File: config.mk
export PLATFORM = sky130hd
export DESIGN_NAME = trap_eval
export DESIGN_NICKNAME = d
export VERILOG_FILES = /design/src/rtl/trap_eval_pkg.sv /design/src/rtl/trap_operand_prep.sv /design/src/rtl/trap_compare.sv /design/src/rtl/trap_decide.sv /design/src/rtl/trap_eval.sv
export SDC_FILE = /design/constraint.sdc
export NUM_CORES = 1
export LEC_CHECK = 0
export ABC_AREA = 1
export ABC_CLOCK_PERIOD_IN_PS = 7600
export BUFFER_PORTS_ARGS = -buffer_cell sky130_fd_sc_hd__buf_2
export CAP_MARGIN = 25
export CELL_PAD_IN_SITES_DETAIL_PLACEMENT = 2
export CELL_PAD_IN_SITES_GLOBAL_PLACEMENT = 2
export CORE_AREA = 2 2 115 145
export CTS_BUF_LIST = sky130_fd_sc_hd__clkbuf_4 sky130_fd_sc_hd__clkbuf_8
export DETAILED_ROUTE_END_ITERATION = 12
export DIE_AREA = 0 0 117 147
export PLACE_DENSITY = 0.86
export SETUP_SLACK_MARGIN = 0.4
export SLEW_MARGIN = 20
export SYNTH_ARGS = -nofsm -noshare
export SYNTH_HDL_FRONTEND = slang
export SYNTH_SLANG_ARGS = --single-unit
File: constraint.sdc
create_clock -name clk -period 7.6 [get_ports clk]
set_input_delay 1.9 -clock clk [delete_from_list [all_inputs] [get_ports clk]]
set_output_delay 1.9 -clock clk [all_outputs]
set_load 0.005 [all_outputs]
File: src/rtl/trap_eval_pkg.sv
package trap_eval_pkg;
  localparam int unsigned MASK_W = 5;
  localparam logic [MASK_W-1:0] MASK_NEVER  = '0;
  localparam logic [MASK_W-1:0] MASK_ALWAYS = '1;

  // Field order matches the condition-mask bit order (bit 4 first).
  typedef struct packed {
    logic lt_s;
    logic gt_s;
    logic eq;
    logic lt_u;
    logic gt_u;
  } cmp_flags_t;
endpackage

File: src/rtl/trap_operand_prep.sv
module trap_operand_prep #(
  parameter int unsigned XLEN   = 64,
  parameter int unsigned WORD_W = 32,
  parameter int unsigned IMM_W  = 16
) (
  input  logic [XLEN-1:0]  a,
  input  logic [XLEN-1:0]  b,
  input  logic [IMM_W-1:0] imm,
  input  logic             dword,
  input  logic             use_imm,
  output logic [XLEN:0]    sa,
  output logic [XLEN:0]    sb,
  output logic [XLEN:0]    ua,
  output logic [XLEN:0]    ub
);
  localparam int unsigned EXT_W  = XLEN + 1 - WORD_W;
  localparam int unsigned IPAD_W = XLEN - IMM_W;

  logic [XLEN-1:0] b_pick;

  always_comb begin
    b_pick = use_imm ? {{IPAD_W{imm[IMM_W-1]}}, imm} : b;
    if (dword) begin
      sa = {a[XLEN-1], a};
      sb = {b_pick[XLEN-1], b_pick};
      ua = {1'b0, a};
      ub = {1'b0, b_pick};
    end else begin
      sa = {{EXT_W{a[WORD_W-1]}}, a[WORD_W-1:0]};
      sb = {{EXT_W{b_pick[WORD_W-1]}}, b_pick[WORD_W-1:0]};
      ua = {{EXT_W{1'b0}}, a[WORD_W-1:0]};
      ub = {{EXT_W{1'b0}}, b_pick[WORD_W-1:0]};
    end
  end
endmodule

File: src/rtl/trap_compare.sv
module trap_compare
  import trap_eval_pkg::*;
#(
  parameter int unsigned W = 65
) (
  input  logic [W-1:0] sa,
  input  logic [W-1:0] sb,
  input  logic [W-1:0] ua,
  input  logic [W-1:0] ub,
  output cmp_flags_t   flags
);
  always_comb begin
    flags.lt_s = $signed(sa) < $signed(sb);
    flags.gt_s = $signed(sa) > $signed(sb);
    flags.eq   = ua == ub;
    flags.lt_u = ua < ub;
    flags.gt_u = ua > ub;
  end
endmodule

File: src/rtl/trap_decide.sv
module trap_decide
  import trap_eval_pkg::*;
(
  input  logic [MASK_W-1:0] to,
  input  cmp_flags_t        flags,
  output logic              fire
);
  logic any_hit;

  always_comb begin
    any_hit = |(to & flags);
    if (to == MASK_NEVER)       fire = 1'b0;
    else if (to == MASK_ALWAYS) fire = 1'b1;
    else                        fire = any_hit;
  end
endmodule

File: src/rtl/trap_eval.sv
module trap_eval
  import trap_eval_pkg::*;
#(
  parameter int unsigned XLEN   = 64,
  parameter int unsigned WORD_W = 32,
  parameter int unsigned IMM_W  = 16
) (
  input  logic              clk,
  input  logic              rst_n,
  input  logic              in_valid,
  input  logic [MASK_W-1:0] in_to,
  input  logic              in_dword,
  input  logic              in_use_imm,
  input  logic              mode64,
  input  logic [XLEN-1:0]   in_a,
  input  logic [XLEN-1:0]   in_b,
  input  logic [IMM_W-1:0]  in_imm,
  output logic              trap_req,
  output logic              illegal_op
);
  localparam int unsigned CW = XLEN + 1;

  logic [CW-1:0] sa, sb, ua, ub;
  cmp_flags_t    flags;
  logic          fire;
  logic          bad_size;

  trap_operand_prep #(.XLEN(XLEN), .WORD_W(WORD_W), .IMM_W(IMM_W)) u_prep (
    .a(in_a), .b(in_b), .imm(in_imm), .dword(in_dword), .use_imm(in_use_imm),
    .sa(sa), .sb(sb), .ua(ua), .ub(ub)
  );

  trap_compare #(.W(CW)) u_cmp (
    .sa(sa), .sb(sb), .ua(ua), .ub(ub), .flags(flags)
  );

  trap_decide u_dec (
    .to(in_to), .flags(flags), .fire(fire)
  );

  assign bad_size = in_dword & ~mode64;

  always_ff @(posedge clk) begin
    if (!rst_n) begin
      trap_req   <= 1'b0;
      illegal_op <= 1'b0;
    end else begin
      trap_req   <= in_valid & ~bad_size & fire;
      illegal_op <= in_valid & bad_size;
    end
  end
endmodule

==> flow_metrics.tcl <==
set metrics [dict create \
    outcome "finished, final reports clean" \
    clk_pin_slew_ps 30 \
    grt_overflow 0 \
    dp_hpwl_um 14750 \
    syn_inst 771 \
    die_h_um 147 \
    clock.fmax_mhz 176.3 \
    p_sw_mw 0.2313 \
    cts.sinks 2 \
    drv_slew 0 \
    worst_slack_ps 1928 \
    min_path_type "in -> reg" \
    cts_resized 0 \
    initial_core_util_pct 26.48 \
    yosysSeqAreaShare_pct 0.9487 \
    cts_setup_buffers 0 \
    hold_violations 0 \
    via_count 5431 \
    initialDrtViolationCount 60 \
    hp-start "in_valid" \
    cp_max_fo 33 \
    wirelength_um 16720 \
    dieArea_um2 17200 \
    cts.path.max_buffers 2 \
    avgViaCountPerCell 4.823 \
    synth_ff_type "dfxtp_1" \
    worst_pin_slew_ps 695.3 \
    required_ps 7710 \
    p_clk_share_pct 10.2 \
    synth_seq_cells 2 \
    syn_nets 1022 \
    rsz0062_at_grt "no" \
    grt_max_degree 66 \
    swShare_pct 54.88 \
    async_reset_ff_share_pct 0 \
    cts_made_buffers 3 \
    wl_per_cell_um 14.85 \
    first_pass_iters 4 \
    finalNonFillerCells 1126 \
    fin_crit_sh_pct 74.63 \
    grt_pass1_wl_um 27680 \
    synth_area_um2 4220 \
    postRouteAntennaNets 0 \
    internal_power_mw 0.1902 \
    holdBufCountCts 0 \
    drc_errors 0 \
    ys.warnings.count 0 \
    min_period_ps 5672 \
    clock-root-buffer "clkbuf_8" \
    antenna_found_initial 2 \
    htree_num_levels 1 \
    portBuffers 156 \
    hold_end "illegal_op$_SDFF_PN0_" \
    place_congestion 0.8295 \
    start_kind "input pin" \
    endpoint_kind "flip-flop" \
    design_power_total_mw 0.4215 \
    power-per-cell-area_nw_per_um2 80.07 \
    num_io_pins 157 \
    placedCellCount 1122 \
    dp_slack_ps 1618 \
    drive_gt1_share_pct 22.00 \
    area_growth_pct 24.73 \
    syn_area_per_cell_um2 5.474 \
    mostFrequentLayoutCell "nand2_1" \
    grt_pass1_vias 6202 \
    nets 1162 \
    whs_ps 1947 \
    relSlewSlack_pct 53.48 \
    p_seq_share_pct 2.7 \
    vdd.ir_drop.worst_mv 0.02516 \
    synth_edf_count 0 \
    maxCapViolCount 0 \
    p_leak_nw 3.461 \
    final_cell_mix "nand2_1, buf_2, inv_1" \
    floorplan.rows 52 \
    cts_tree "built" \
    yosysUniqueCellTypes 31 \
    worstSetupPathType "in -> reg" \
    finalSetupViolCount 0 \
    design.core.area_um2 15940 \
    cp_data_arrival_time_ps 5780 \
    globalRouteTotalUtil_pct 19.58 \
    die_w_um 117 \
    tns_ps 0 \
    whs_path_depth 3 \
    pwr-share-comb_pct 87.0 \
]
## sequential cells by signal, summed over array words and instances (netlist names)
name / flops
illegal_op: 1
trap_req: 1
## metal layers
metal  wire length, um  global-route usage, %  vias to the layer above
met5                 7                      0                        -
met4               205                  2.471                        2
met3               756                  2.723                       16
met2              9544                  41.45                      117
met1              6208                  19.78                     2581
li1                  -                      -                     2715
## power groups by stage
stage	Combinational (mW)	Sequential (mW)	Clock [mW]
floorplan	0.243	0.0115	0
global placement	0.345	0.0117	0
detailed placement	0.372	0.0116	0
CTS	0.375	0.0115	0.0440
global route	0.424	0.0116	0.0465
finish	0.367	0.0115	0.0432
## critical path, stage by stage
cell	delay, ps
buf_2	400
nand2_2	520
inv_2	450
a21oi_1	100
or2_1	470
buf_16	270
nand2_1	60
inv_1	40
ha_1	320
nand2_1	100
nor2_2	110
nand2_1	70
nor2_2	120
nand2_1	90
nor2_1	150
nand2_1	70
nand2_1	80
nor2_2	60
nand2_2	60
nand2_1	60
nand3_2	70
nand3_2	80
nand2_1	70
inv_1	40
## cell type report
cell class | count | area [um^2]
Clock buffer | 3 | 41.29
Antenna cell | 1 | 2.502
Multi-Input combinational cell | 633 | 3662
Tap cell | 216 | 270.3
Sequential cell | 2 | 40.04
Timing Repair Buffer | 160 | 830.8
Inverter | 111 | 416.7
Fill cell | 2107 | 10680
## cell families after synthesis
kind of cell / count (synthesis) / share of synthesized area, %
simple gates: 429 / 43.23
buf+inv: 136 / 12.33
fa+ha+maj: 96 / 28.46
compound gates: 94 / 11.71
mux: 14 / 3.320
flops: 2 / 0.9487
## stage by stage
stage / util, % / instance area [um^2]
floorplan: - / 4220
global placement: 32.56 / 5190
detailed placement: 32.75 / 5220
CTS: 33.01 / 5261
global route: 33.01 / 5261
finish: 33.02 / 5264
## Yosys cell counts, types with 4 or more instances
library cell,instances,area [um^2]
nand2_1,338,1269
ha_1,96,1201
nor2_2,6,37.54
nand2_2,9,56.30
inv_1,105,394.1
a21oi_1,72,360.4
clkbuf_1,15,56.30
inv_2,6,22.52
mux2i_1,14,140.1
buf_1,4,15.01
o21ai_0,13,65.06
nand3_1,20,100.1
a21o_1,5,37.54
buf_2,5,25.02
nand4_1,5,31.28
nor2_1,29,108.9
## worst max-delay path by stage
stage | startpoint | end | depth (start not counted)
5_1_grt | in_use_imm | trap_req$_SDFF_PN0_ | 24
6_report | in_use_imm | trap_req$_SDFF_PN0_ | 24
2_1_floorplan | in_use_imm | trap_req$_SDFF_PN0_ | 23
3_3_place_gp | in_use_imm | trap_req$_SDFF_PN0_ | 23
3_5_place_dp | in_use_imm | trap_req$_SDFF_PN0_ | 24
4_1_cts | in_use_imm | trap_req$_SDFF_PN0_ | 24
No activity file was read; power rests on OpenSTA's default activity.
